<file path="src/rtl/pps_pkg.sv">
package pps_pkg;

    localparam int IDX_W  = 5;
    localparam int ADDR_W = 3;
    localparam int DATA_W = 8;

    localparam logic [ADDR_W-1:0] A_RES   = 3'd0;
    localparam logic [ADDR_W-1:0] A_PHASE = 3'd1;
    localparam logic [ADDR_W-1:0] A_PWR0  = 3'd3;
    localparam logic [ADDR_W-1:0] A_PWR1  = 3'd4;
    localparam logic [ADDR_W-1:0] A_IFC   = 3'd6;
    localparam logic [ADDR_W-1:0] A_POL   = 3'd7;

    typedef enum logic [1:0] {K_WR, K_WAIT, K_DAC, K_END} kind_e;
    typedef enum logic [1:0] {PG_UP, PG_REPROG, PG_DOWN} prog_e;
    typedef enum logic [1:0] {DL_VDD, DL_GVSS, DL_SETTLE, DL_FRAME} dly_e;
    typedef enum logic [1:0] {S_IDLE, S_RUN, S_WAIT, S_DACW} fsm_e;

    typedef struct packed {
        kind_e              kind;
        logic [ADDR_W-1:0]  addr;
        logic [DATA_W-1:0]  data;
        dly_e               dly;
        logic               dac_zero;
    } step_t;

    function automatic step_t st_wr(logic [ADDR_W-1:0] a, logic [DATA_W-1:0] d);
        step_t s;
        s      = '0;
        s.kind = K_WR;
        s.addr = a;
        s.data = d;
        return s;
    endfunction

    function automatic step_t st_wait(dly_e d);
        step_t s;
        s      = '0;
        s.kind = K_WAIT;
        s.dly  = d;
        return s;
    endfunction

    function automatic step_t st_dac(logic zero);
        step_t s;
        s          = '0;
        s.kind     = K_DAC;
        s.dac_zero = zero;
        return s;
    endfunction

    function automatic step_t st_end();
        step_t s;
        s      = '0;
        s.kind = K_END;
        return s;
    endfunction

endpackage

</file>
<file path="src/rtl/pps_prog.sv">
module pps_prog
    import pps_pkg::*;
(
    input  prog_e              prog,
    input  logic [IDX_W-1:0]   idx,
    input  logic [DATA_W-1:0]  phase_code,
    input  logic [DATA_W-1:0]  res_code,
    output step_t              step
);

    always_comb begin
        step = st_end();
        unique case (prog)
            PG_UP: begin
                case (idx)
                    5'd0:    step = st_wr(A_IFC,   8'h1F);
                    5'd1:    step = st_wr(A_PWR0,  8'h03);
                    5'd2:    step = st_wr(A_PWR1,  8'h00);
                    5'd3:    step = st_wr(A_PWR1,  8'h04);
                    5'd4:    step = st_wait(DL_VDD);
                    5'd5:    step = st_wr(A_PWR0,  8'h07);
                    5'd6:    step = st_wr(A_IFC,   8'h09);
                    5'd7:    step = st_dac(1'b0);
                    5'd8:    step = st_wr(A_PWR0,  8'h17);
                    5'd9:    step = st_wr(A_PWR1,  8'h06);
                    5'd10:   step = st_wait(DL_GVSS);
                    5'd11:   step = st_wr(A_IFC,   8'h01);
                    5'd12:   step = st_wr(A_PWR0,  8'h1F);
                    5'd13:   step = st_wr(A_PWR1,  8'h07);
                    5'd14:   step = st_wr(A_IFC,   8'h00);
                    5'd15:   step = st_wr(A_PHASE, phase_code);
                    5'd16:   step = st_wr(A_POL,   8'h00);
                    5'd17:   step = st_wr(A_RES,   res_code);
                    5'd18:   step = st_wait(DL_SETTLE);
                    default: step = st_end();
                endcase
            end
            PG_REPROG: begin
                case (idx)
                    5'd0:    step = st_wr(A_PHASE, phase_code);
                    5'd1:    step = st_wr(A_RES,   res_code);
                    default: step = st_end();
                endcase
            end
            PG_DOWN: begin
                case (idx)
                    5'd0:    step = st_wait(DL_FRAME);
                    5'd1:    step = st_wr(A_PWR1,  8'h06);
                    5'd2:    step = st_wr(A_IFC,   8'h08);
                    5'd3:    step = st_wr(A_PWR0,  8'h14);
                    5'd4:    step = st_dac(1'b1);
                    5'd5:    step = st_wr(A_PWR1,  8'h04);
                    5'd6:    step = st_wr(A_PWR0,  8'h04);
                    5'd7:    step = st_wr(A_IFC,   8'h1E);
                    5'd8:    step = st_wr(A_PWR0,  8'h00);
                    5'd9:    step = st_wr(A_PWR1,  8'h00);
                    default: step = st_end();
                endcase
            end
            default: step = st_end();
        endcase
    end

endmodule

</file>
<file path="src/rtl/pps_param.sv">
module pps_param
    import pps_pkg::*;
#(
    parameter logic [DATA_W-1:0] COM_DEFAULT = 8'd125,
    parameter logic [DATA_W-1:0] PHASE_QVGA  = 8'h13
) (
    input  logic               clk,
    input  logic               rst_n,
    input  logic               cap,
    input  logic               mode_vga,
    input  logic [DATA_W-1:0]  phase_raw,
    input  logic               phase_ok,
    input  logic [DATA_W-1:0]  com_raw,
    input  logic               com_ok,
    output logic [DATA_W-1:0]  phase_code,
    output logic [DATA_W-1:0]  res_code,
    output logic [DATA_W-1:0]  com_code
);

    logic [DATA_W-1:0] phase_d;
    logic [DATA_W-1:0] res_d;
    logic [DATA_W-1:0] com_d;

    always_comb begin
        if (!mode_vga)
            phase_d = PHASE_QVGA;
        else if (phase_ok)
            phase_d = {3'b000, phase_raw[3:0], 1'b1};
        else
            phase_d = 8'h01;
        res_d = mode_vga ? 8'h00 : 8'h01;
        com_d = com_ok ? com_raw : COM_DEFAULT;
    end

    always_ff @(posedge clk or negedge rst_n) begin
        if (!rst_n) begin
            phase_code <= '0;
            res_code   <= '0;
            com_code   <= '0;
        end else if (cap) begin
            phase_code <= phase_d;
            res_code   <= res_d;
            com_code   <= com_d;
        end
    end

endmodule

</file>
<file path="src/rtl/pps_timer.sv">
module pps_timer
    import pps_pkg::*;
#(
    parameter int CYC_PER_MS = 250000
) (
    input  logic  clk,
    input  logic  rst_n,
    input  logic  load,
    input  dly_e  sel,
    output logic  expired
);

    localparam int LEN_VDD    = 3 * CYC_PER_MS;
    localparam int LEN_GVSS   = 2 * CYC_PER_MS;
    localparam int LEN_SETTLE = 1 * CYC_PER_MS;
    localparam int LEN_FRAME  = 34 * CYC_PER_MS;
    localparam int CNT_W      = $clog2(LEN_FRAME + 1);

    logic [CNT_W-1:0] cnt_q;
    logic [CNT_W-1:0] len_m1;

    always_comb begin
        unique case (sel)
            DL_VDD:    len_m1 = CNT_W'(LEN_VDD - 1);
            DL_GVSS:   len_m1 = CNT_W'(LEN_GVSS - 1);
            DL_SETTLE: len_m1 = CNT_W'(LEN_SETTLE - 1);
            DL_FRAME:  len_m1 = CNT_W'(LEN_FRAME - 1);
            default:   len_m1 = '0;
        endcase
    end

    always_ff @(posedge clk or negedge rst_n) begin
        if (!rst_n)
            cnt_q <= '0;
        else if (load)
            cnt_q <= len_m1;
        else if (cnt_q != '0)
            cnt_q <= cnt_q - 1'b1;
    end

    assign expired = (cnt_q == '0);

endmodule

</file>
<file path="src/rtl/panel_pwr_seq.sv">
module panel_pwr_seq
    import pps_pkg::*;
#(
    parameter int CYC_PER_MS = 250000
) (
    input  logic        clk,
    input  logic        rst_n,
    input  logic        pwr_on_req,
    input  logic        pwr_off_req,
    input  logic        mode_vga,
    input  logic [7:0]  phase_stored,
    input  logic        phase_valid,
    input  logic [7:0]  com_stored,
    input  logic        com_valid,
    output logic        reg_wr,
    output logic [2:0]  reg_addr,
    output logic [7:0]  reg_data,
    output logic        dac_start,
    output logic [7:0]  dac_data,
    input  logic        dac_done,
    output logic        busy,
    output logic        inited
);

    fsm_e              state_q, state_d;
    prog_e             prog_q, prog_d;
    logic [IDX_W-1:0]  idx_q, idx_d;
    logic              inited_q, inited_d;
    logic              cap;
    logic              tmr_load;
    logic              tmr_expired;
    step_t             step;
    logic [DATA_W-1:0] phase_code, res_code, com_code;

    pps_param u_param (
        .clk        (clk),
        .rst_n      (rst_n),
        .cap        (cap),
        .mode_vga   (mode_vga),
        .phase_raw  (phase_stored),
        .phase_ok   (phase_valid),
        .com_raw    (com_stored),
        .com_ok     (com_valid),
        .phase_code (phase_code),
        .res_code   (res_code),
        .com_code   (com_code)
    );

    pps_prog u_prog (
        .prog       (prog_q),
        .idx        (idx_q),
        .phase_code (phase_code),
        .res_code   (res_code),
        .step       (step)
    );

    pps_timer #(.CYC_PER_MS(CYC_PER_MS)) u_timer (
        .clk     (clk),
        .rst_n   (rst_n),
        .load    (tmr_load),
        .sel     (step.dly),
        .expired (tmr_expired)
    );

    // next-state logic
    always_comb begin
        state_d  = state_q;
        prog_d   = prog_q;
        idx_d    = idx_q;
        inited_d = inited_q;
        cap      = 1'b0;
        tmr_load = 1'b0;
        unique case (state_q)
            S_IDLE: begin
                if (pwr_off_req) begin
                    prog_d  = PG_DOWN;
                    idx_d   = '0;
                    cap     = 1'b1;
                    state_d = S_RUN;
                end else if (pwr_on_req) begin
                    prog_d  = inited_q ? PG_REPROG : PG_UP;
                    idx_d   = '0;
                    cap     = 1'b1;
                    state_d = S_RUN;
                end
            end
            S_RUN: begin
                unique case (step.kind)
                    K_WR:   idx_d = idx_q + 1'b1;
                    K_WAIT: begin
                        tmr_load = 1'b1;
                        state_d  = S_WAIT;
                    end
                    K_DAC:  state_d = S_DACW;
                    K_END: begin
                        inited_d = (prog_q != PG_DOWN);
                        state_d  = S_IDLE;
                    end
                    default: state_d = S_IDLE;
                endcase
            end
            S_WAIT: begin
                if (tmr_expired) begin
                    idx_d   = idx_q + 1'b1;
                    state_d = S_RUN;
                end
            end
            S_DACW: begin
                if (dac_done) begin
                    idx_d   = idx_q + 1'b1;
                    state_d = S_RUN;
                end
            end
            default: state_d = S_IDLE;
        endcase
    end

    // state register
    always_ff @(posedge clk or negedge rst_n) begin
        if (!rst_n) begin
            state_q  <= S_IDLE;
            prog_q   <= PG_UP;
            idx_q    <= '0;
            inited_q <= 1'b0;
        end else begin
            state_q  <= state_d;
            prog_q   <= prog_d;
            idx_q    <= idx_d;
            inited_q <= inited_d;
        end
    end

    // outputs
    always_comb begin
        reg_wr    = (state_q == S_RUN) && (step.kind == K_WR);
        reg_addr  = reg_wr ? step.addr : '0;
        reg_data  = reg_wr ? step.data : '0;
        dac_start = (state_q == S_RUN) && (step.kind == K_DAC);
        dac_data  = step.dac_zero ? '0 : com_code;
        busy      = (state_q != S_IDLE);
        inited    = inited_q;
    end

endmodule

</file>
<file path="config.mk">
export PLATFORM = sky130hd
export DESIGN_NAME = panel_pwr_seq
export DESIGN_NICKNAME = d
export VERILOG_FILES = /design/src/rtl/pps_pkg.sv /design/src/rtl/pps_prog.sv /design/src/rtl/pps_param.sv /design/src/rtl/pps_timer.sv /design/src/rtl/panel_pwr_seq.sv
export SDC_FILE = /design/constraint.sdc
export NUM_CORES = 1
export LEC_CHECK = 0
export BUFFER_PORTS_ARGS = -buffer_cell sky130_fd_sc_hd__buf_4
export CELL_PAD_IN_SITES_DETAIL_PLACEMENT = 2
export CELL_PAD_IN_SITES_GLOBAL_PLACEMENT = 2
export CORE_MARGIN = 2
export CORE_UTILIZATION = 37
export CTS_BUF_LIST = sky130_fd_sc_hd__clkbuf_8
export CTS_CLUSTER_DIAMETER = 120
export DETAILED_ROUTE_END_ITERATION = 10
export PLACE_DENSITY_LB_ADDON = 0.1
export SYNTH_ARGS = -nofsm -noshare
export SYNTH_HDL_FRONTEND = slang
export SYNTH_SLANG_ARGS = --single-unit
</file>
<file path="constraint.sdc">
create_clock -name clk -period 6 [get_ports clk]
set_input_delay 1.2 -clock clk [delete_from_list [all_inputs] [get_ports clk]]
set_output_delay 1.2 -clock clk [all_outputs]
set_load 0.02 [all_outputs]
</file>
# After elaboration in Yosys (flattened, before gate mapping)
# Memories as Yosys holds them, arrays and structs flattened.
# Index checks and enable logic that the tools add are counted.
[totals] regBits=58 n_memories=1 inputBits=24 mem_bits_ro=192
[op_classes] addsub=2 eq_ne=35 reduce_logical=16 muxes=34
[memory_table] name="(no name shown)" depth=16 word_bits=12 read_ports=1 rd_ports_with_merged_regs=0 wr=0 line_no="pps_prog.sv:46" source="case (idx)"
[ops] operator="$pmux W16 S19" count=1
[ops] operator="$pmux W24 S4" count=1
[ops] operator="$mux W24" count=2
[ops] operator="$pmux W16 S3" count=1
[ops] operator="$eq A5 B4 Y1 const B" count=8
[ops] operator="$mux W5" count=7
[ops] operator="$pmux W16 S2" count=1
[ops] operator="$logic_not A24 Y1" count=1
[ops] operator="$mux W8" count=3
[ops] operator="$reduce_bool A24 Y1" count=1
[ops] operator="$sub A24 B1 Y24 const B" count=1
[ops] operator="$eq A5 B3 Y1 const B" count=4
[ops] operator="$pmux W5 S4" count=1
[ops] operator="$mux W16" count=1
[ops] operator="$eq A5 B5 Y1 const B" count=3
[ops] operator="$eq A2 B2 Y1 const B" count=7
[ops] operator="$mux W2" count=6
[ops] operator="$eq A5 B2 Y1 const B" count=2
[ops] operator="$eq A2 B1 Y1 const B" count=4
[ops] operator="$logic_not A2 Y1" count=4
[ops] operator="$pmux W2 S4" count=1
[ops] operator="$reduce_and A4 Y1" count=2
[ops] operator="$mux W1" count=7
[ops] operator="$ne A2 B2 Y1 const B" count=3
[ops] operator="11 further kinds" count=15

# Longest topological paths before layout
# Gate-level depths: netlist of run 1.
[logic_depth] depth_word=7 depth_mapped=12 mapped_depth_nobuf=10

# Cells and area by module
# Synthesis of run 1 repeated with hierarchy kept, for this count alone.
[hier_totals] hier_cells=423 area_unflattened_um2=3644.7
[by_module_without_submodules] module="pps_timer" area_per_inst_um2=1380.1 instances=1 cells_each=145 seq_area_each_um2=600.6
[by_module_without_submodules] module="pps_prog" area_per_inst_um2=932.1 instances=1 cells_each=136 seq_area_each_um2=0.0
[by_module_without_submodules] module="pps_param" area_per_inst_um2=668.1 instances=1 cells_each=68 seq_area_each_um2=350.3
[by_module_without_submodules] module="panel_pwr_seq" area_per_inst_um2=664.4 instances=1 cells_each=74 seq_area_each_um2=250.2

# Worst setup path after synthesis of run 1
# Ideal clock, no wire load.
[synth_path] path_type="register to output" from="register idx_q[0]" to="output port reg_addr[0]" arrival_time_ps=2615 path_slack_ps=2185 stages_incl_launch_ff=11 cell_sequence="dfrtp_1 -> inv_1 -> ha_1 -> buf_2 -> nand2b_1 -> nor3_1 -> or3_1 -> o21ai_0 -> o211ai_2 -> nor2_1 -> and2_1"
[synth_between] elab_chain_len=6
[synth_rtl] element="start: declaration" line_no="panel_pwr_seq.sv:27" source="logic [IDX_W-1:0] idx_q, idx_d;"
[synth_rtl] element="start signal: assignment" line_no="panel_pwr_seq.sv:128" source="idx_q <= idx_d;"
[synth_rtl] element="$mem_v2 Z16 W12 (tied with other cells)"
[synth_rtl] element="$mux W16 (tied with other cells)" line_no="pps_prog.sv:46"
[synth_rtl] element="$pmux W16 S3 (*)" line_no="pps_prog.sv:13" source="unique case (prog)"
[synth_rtl] element="$logic_not A2 Y1 (*)" line_no="panel_pwr_seq.sv:135" source="reg_wr = (state_q == S_RUN) && (step.kind == K_WR);"
[synth_rtl] element="$logic_and A1 B1 Y1 (*)" line_no="panel_pwr_seq.sv:135"
[synth_rtl] element="named net reg_wr" line_no="panel_pwr_seq.sv:15" source="output logic reg_wr,"
[synth_rtl] element="$mux W3 (*)" line_no="panel_pwr_seq.sv:136" source="reg_addr = reg_wr ? step.addr : '0;"
[synth_rtl] element="end: declaration" line_no="panel_pwr_seq.sv:16" source="output logic [2:0] reg_addr,"
# The timed path passes the listed nets; every way through them passes the cells marked *.

# Worst setup path after layout of run 1
[layout_path] from="register idx_q[0]" to="output port reg_data[1]"
[layout_between] elab_chain_len=6
[layout_rtl] element="$mem_v2 Z16 W12 (tied with other cells)"
[layout_rtl] element="$mux W16 (tied with other cells)" line_no="pps_prog.sv:46"
[layout_rtl] element="$pmux W16 S3 (*)" line_no="pps_prog.sv:13"
[layout_rtl] element="$logic_not A2 Y1" line_no="panel_pwr_seq.sv:135"
[layout_rtl] element="$logic_and A1 B1 Y1" line_no="panel_pwr_seq.sv:135"
[layout_rtl] element="$mux W8 (*)" line_no="panel_pwr_seq.sv:137" source="reg_data = reg_wr ? step.data : '0;"
[layout_rtl] element="end: declaration" line_no="panel_pwr_seq.sv:17" source="output logic [7:0] reg_data,"
# Every way passes the cells marked *; elsewhere a longest branch is shown, timed or not.

==> results of run 1 <==
logic make-up (layout without fill, tap and decap cells):
| group | after synthesis | after routing | share of synthesized area |
|---|---|---|---|
| muxes | 14 | 14 | 0.0462 |
| xor gates and xnor gates | 18 | 18 | 0.0474 |
| and+or+nand+nor | 182 | 182 | 0.287 |
| AOI/OAI and AO/OA | 93 | 93 | 0.182 |
| buffers and inverters | 33 | 61 | 0.0425 |
| adders and majority gates | 9 | 9 | 0.0338 |
| DFF | 48 | 48 | 0.361 |
| other | 1 | 3 | 0.00113 |
layout by cell type, fill, tap and decap left out, types with 4 or more instances in the layout:
cell and instances:
a21oi_1 17, inv_1 11, nand2_1 46, nor3_1 20
nor2b_1 18, nand3_1 6, a21o_1 4, and2_1 6
ha_1 9, o22ai_1 8, and3_1 4, xor2_1 7
clkbuf_8 6, dfrtp_1 48, mux2i_1 9, nand2b_1 15
xnor2_1 11, buf_4 41, nor2_1 40, o21ai_0 30
cell usage after synthesis (4+ instances only):
cell type   n  area share
a21o_1      4      0.0090
a21oi_1    17       0.026
and2_1      6       0.011
and3_1      4      0.0075
buf_2       5      0.0075
clkbuf_1   10       0.011
dfrtp_1    48        0.36
ha_1        9       0.034
inv_1      11       0.012
mux2i_1     9       0.027
nand2_1    46       0.052
nand2b_1   15       0.028
nand3_1     6      0.0090
nor2_1     40       0.045
nor2b_1    18       0.034
nor3_1     20       0.030
o21ai_0    31       0.047
o22ai_1     8       0.015
xnor2_1    11       0.029
xor2_1      7       0.018
sequential cells by signal (all words and copies together) (netlist names):
signal	cells
idx_q	5
u_param.com_code	8
inited	1
u_param.phase_code	5
prog_q	2
u_param.res_code	1
u_timer.cnt_q	24
state_q	2
path summary, 6_finish.rpt:
path,slack [ps],cells past startpoint,end
min in group asynchronous,890,1,u_timer.cnt_q[8]
worst min register to register,490,2,u_param.com_code[0]
worst max-delay path,990,10,reg_data[1]
worst min-delay path,490,2,u_param.com_code[0]
worst max register to register,2130,9,idx_q[0]
max in group asynchronous,4670,1,u_param.phase_code[2]
power by group through the flow:
stage | clock [W] | sequential, W | combinational, W
final | 0.000217 | 0.000647 | 0.00127
after CTS | 0.000223 | 0.000646 | 0.00127
after detailed placement | 0 | 0.000650 | 0.00126
after floorplan | 0 | 0.000578 | 0.000933
after global placement | 0 | 0.000637 | 0.00120
after global routing | 0.000235 | 0.000675 | 0.00141
per-stage QoR:
step	std cells	area, um2	setup WS [ps]
after detailed placement	528	3680	1370
final	536	3780	990
after global placement	528	3680	1440
after floorplan	400	3340	2190
after global routing	536	3780	589
after CTS	536	3780	1020
routing by layer:
| metal | up-vias | global-route usage | part of all wire |
|---|---|---|---|
| li1 | 1463 | - | - |
| met1 | 1543 | 0.319 | 0.48 |
| met2 | 56 | 0.358 | 0.47 |
| met3 | 6 | 0.0333 | 0.041 |
| met4 | 0 | 0.0358 | 0.0056 |
| met5 | - | 0 | 0 |
cell type report:
class	instances	share of cell area
clock buffer	6	0.0218
multi-input combinational	319	0.528
sequential	48	0.318
inverter	12	0.0119
tap	108	0.0357
clock inverter	2	0.00364
timing repair buffer	41	0.0814
critical path, cell delays in order (launching register included):
cell	delay [ps]
dfrtp_1	530
inv_1	190
ha_1	410
and4bb_2	330
nor4_1	400
o21ai_0	190
o21ai_0	630
nor2_1	210
a222oi_1	350
nor3_1	80
buf_4	180
==> results.cfg, run 1 <==
[place]
io_buffers = 39
routabilityCongestion = 0.823
dp_hpwl_mm = 7.58

[timing]
finalCritPeriodShare = 0.835
worst_slew_pin_slew_ps = 1130
finalSetupViolations = 0
hold_ws_ps = 488
fin_tns_setup_ps = 0
finalHoldViolCount = 0
timing.fmax_mhz = 200
fin_skew_ps = 13.2
rsz0062_at_grt = false
slew_headroom = 0.238
finalCriticalPeriod_ps = 5010
drv_slew = 0

[detailed_routing]
via_per_inst = 5.72
ant_nets = 0
drt_first_iter_violations = 157
wl_per_cell_um = 19.3
finalWirelength_mm = 10.3
vias = 3068
drc = 0
drt_first_pass_iters = 4

[clock_network]
post_cts_buffers = 0
clock_latency_ps = 310
cts_tree = done
cts_buffer_depth = 2
clock-sinks = 48
ctsHoldBuffers = 0
clkTransAtPathRegs_ps = 90
numCtsBuffers = 5
root_buffer = clkbuf_8
cts_resized = 0
h-tree-depth = 2

[synthesis]
ys_seq_area_frac = 0.361
synth-edff-count = 0
synthDistinctLibCells = 59
synthCells = 398
syn_area_um2 = 3330
synthArstFlopShare = 1.00
yosys_most_used_dff = dfrtp_1
ys_ff_latch = 48
yosysWarnings = 0
synth.avg_cell_area_um2 = 8.37

[final_layout]
diodes = 0
fillers = 995
fin_util = 0.433
final_nets = 460
multi_input_area_um2 = 1990
regArea_um2 = 1200
syn_to_final_growth_pct = 13.5
drive_gt1_frac = 0.161

[critical_path]
crit_path_start_kind = register
critPathRequiredTime_ps = 4800
rr_startpoint = idx_q[3]
critical_path_class = register to output pin
critPathCaptureType = output pin
cp_max_fo = 11
setup.worst_path.start = idx_q[0]
arrival_ps = 3810

[power_and_ir_drop]
clockPowerShare = 0.102
power_frac_seq = 0.304
combPwrFrac = 0.594
p_sw_w = 0.00106
p_leak_nw = 1.62
total_power_w = 0.00213
intPower_w = 0.00107
cellPowerDensity_nw_per_um2 = 563
swShare = 0.499
ir_worst_vdd_mv = 0.185

[floorplan]
coreArea_um2 = 8720
pin_count = 47
die_w_um = 98.9
rows = 34
fp.dieArea_um2 = 9770
die_h_um = 98.9
start_util = 0.382

[global_route]
grt_pass1_vias = 3253
grt_pass1_wl_mm = 17.5
grtUsageTotal = 0.221
grt-ovfl-total = 0
antenna_found_initial = 0
grt_max_degree = 49

[flow_run]
maxCapViolations = 0

[min_path]
min_from = u_param.com_code[0]
hp-class = register to register

[run_status]
status = completed
(Power assumes the default switching activity.)
==> run 2, diff against run 1 <==
--- a/config.mk
+++ b/config.mk
@@ -9,7 +9,7 @@
 export CELL_PAD_IN_SITES_DETAIL_PLACEMENT = 2
 export CELL_PAD_IN_SITES_GLOBAL_PLACEMENT = 2
 export CORE_MARGIN = 2
-export CORE_UTILIZATION = 37
+export CORE_UTILIZATION = 32
 export CTS_BUF_LIST = sky130_fd_sc_hd__clkbuf_8
 export CTS_CLUSTER_DIAMETER = 120
 export DETAILED_ROUTE_END_ITERATION = 10
==> constraint.sdc (replaced) <==
create_clock -name clk -period 4.3 [get_ports clk]
set_input_delay 0.86 -clock clk [delete_from_list [all_inputs] [get_ports clk]]
set_output_delay 0.86 -clock clk [all_outputs]
set_load 0.02 [all_outputs]
==> results.cfg, run 2 (same netlist as run 1, synthesis figures left out) <==
[power_and_ir_drop]
total_power_w = 0.00312
p_leak_nw = 1.68
ir_worst_vdd_mv = 0.202
cellPowerDensity_nw_per_um2 = 792

[clock_network]
cts_buffer_depth = 2
numCtsBuffers = 5
post_cts_buffers = 0
root_buffer = clkbuf_8
h-tree-depth = 2
clkTransAtPathRegs_ps = 100
clock-sinks = 48
clock_latency_ps = 320
cts_tree = done

[timing]
drv_slew = 0
finalWorstSetupSlack_ps = 268
rsz0062_at_grt = true
fin_skew_ps = 6.52
finalHoldViolCount = 0
finalSetupViolations = 0
worst_slew_pin_slew_ps = 1010
finalCriticalPeriod_ps = 4030
timing.fmax_mhz = 248
hold_ws_ps = 495
slew_headroom = 0.330
finalCritPeriodShare = 0.938

[detailed_routing]
finalWirelength_mm = 10.4
drc = 0
via_per_inst = 5.40
wl_per_cell_um = 18.2
ant_nets = 0
vias = 3094
drt_first_pass_iters = 4
drt_first_iter_violations = 119

[critical_path]
crit_path_top_delay_cell = dfrtp_1
cp_max_fo = 13
critPathCaptureType = output pin
crit_path_start_kind = register
rr_startpoint = idx_q[1]
regToRegSetupSlack_ps = 990
worstReg2RegEnd = idx_q[0]
worst_path_largest_cell_delay_ps = 480
critPathRequiredTime_ps = 3440
worstPathCellList = inv_1 > ha_2 > nor4bb_1 > nor4_2 > o21a_1 > a21oi_1 > o211ai_4 > nor2_1 > and2_1 > buf_4
critical_path_class = register to output pin
r2r_cells = 10
arrival_ps = 3170

[final_layout]
largest_register_ffs = 24
syn_to_final_growth_pct = 18.3
layout_common_cells = buf_4, dfrtp_1, nand2_1
fillers = 1176
fin_util = 0.385
diodes = 0
final_common_cell = buf_4
top_register = u_timer.cnt_q
design_area_um2 = 3940
drive_gt1_frac = 0.192
top_regs = u_timer.cnt_q x24, u_param.com_code x8
final_nets = 469

[place]
dp_hpwl_mm = 7.67
dpl-instance-area_um2 = 3790
place_ws_ps = 471
io_buffers = 39
routabilityCongestion = 0.804

[run_status]
status = completed

[min_path]
hold_end = u_param.com_code[0]
hp-class = register to register
min_from = u_param.com_code[0]
hold_path_depth = 2

[floorplan]
die_h_um = 106
rows = 37
fp.dieArea_um2 = 11200
die_w_um = 106
start_util = 0.325
coreArea_um2 = 10200
pin_count = 47

[global_route]
grt_pass1_wl_mm = 17.9
antenna_found_initial = 0
grt-ovfl-total = 0
grt_max_degree = 49
grt_pass1_vias = 3321
grtUsageTotal = 0.201

[flow_run]
maxCapViolations = 0
-- run 2: metal layers --
| metal | vias to the layer above | GRT usage | wire (um) |
|---|---|---|---|
| met5 | - | 0 | 0 |
| met4 | 0 | 0.0423 | 95 |
| met3 | 8 | 0.0313 | 293 |
| met2 | 45 | 0.332 | 4840 |
| met1 | 1572 | 0.279 | 5210 |
| li1 | 1469 | - | - |
-- run 2: area by class of cell --
type / instances / area (um2) / area share
Clock inverter: 2 / 38.8 / 0.00985
Timing Repair Buffer: 50 / 375 / 0.0953
Multi-Input combinational cell: 319 / 2030 / 0.514
Sequential cell: 48 / 1200 / 0.305
Tap cell: 136 / 170 / 0.0432
Clock buffer: 6 / 82.6 / 0.0210
Inverter: 12 / 45.0 / 0.0114
-- run 2: worst max-delay path, delay by kind of cell, from the launching register on --
family          cells  cell delay [ps]
buf+inv             2              330
fa+ha+maj           1              370
compound gates      3              710
simple gates        4              940
flops               1              480
-- run 2: where the power goes --
group / switching (W) / internal (W) / total (W)
Clock: 0.000177 / 0.000191 / 0.000368
Sequential: 0.000220 / 0.000656 / 0.000877
Combinational: 0.00111 / 0.000769 / 0.00187
-- run 2: what timing repair did --
action	4_1_cts	5_1_grt
hold buffers	0	0
resized for setup	0	7
setup endpoints to repair	0	9
-- run 2: through the flow --
stage / setup TNS [ps] / instances
finish: 0 / 573
global route: -26.8 / 573
CTS: 0 / 573
detailed placement: 0 / 565
global placement: 0 / 565
floorplan: 0 / 400
-- run 2: worst max path at each step --
stage | start | to | slack, ps | cells after the start
after detailed placement | idx_q[0] | reg_data[4] | 470 | 11
after CTS | idx_q[0] | reg_data[4] | 60 | 11
after global routing | idx_q[1] | reg_data[4] | -30 | 11
after global placement | idx_q[0] | reg_data[2] | 460 | 11
after floorplan | idx_q[0] | reg_addr[0] | 830 | 10
final | idx_q[1] | reg_addr[0] | 270 | 10
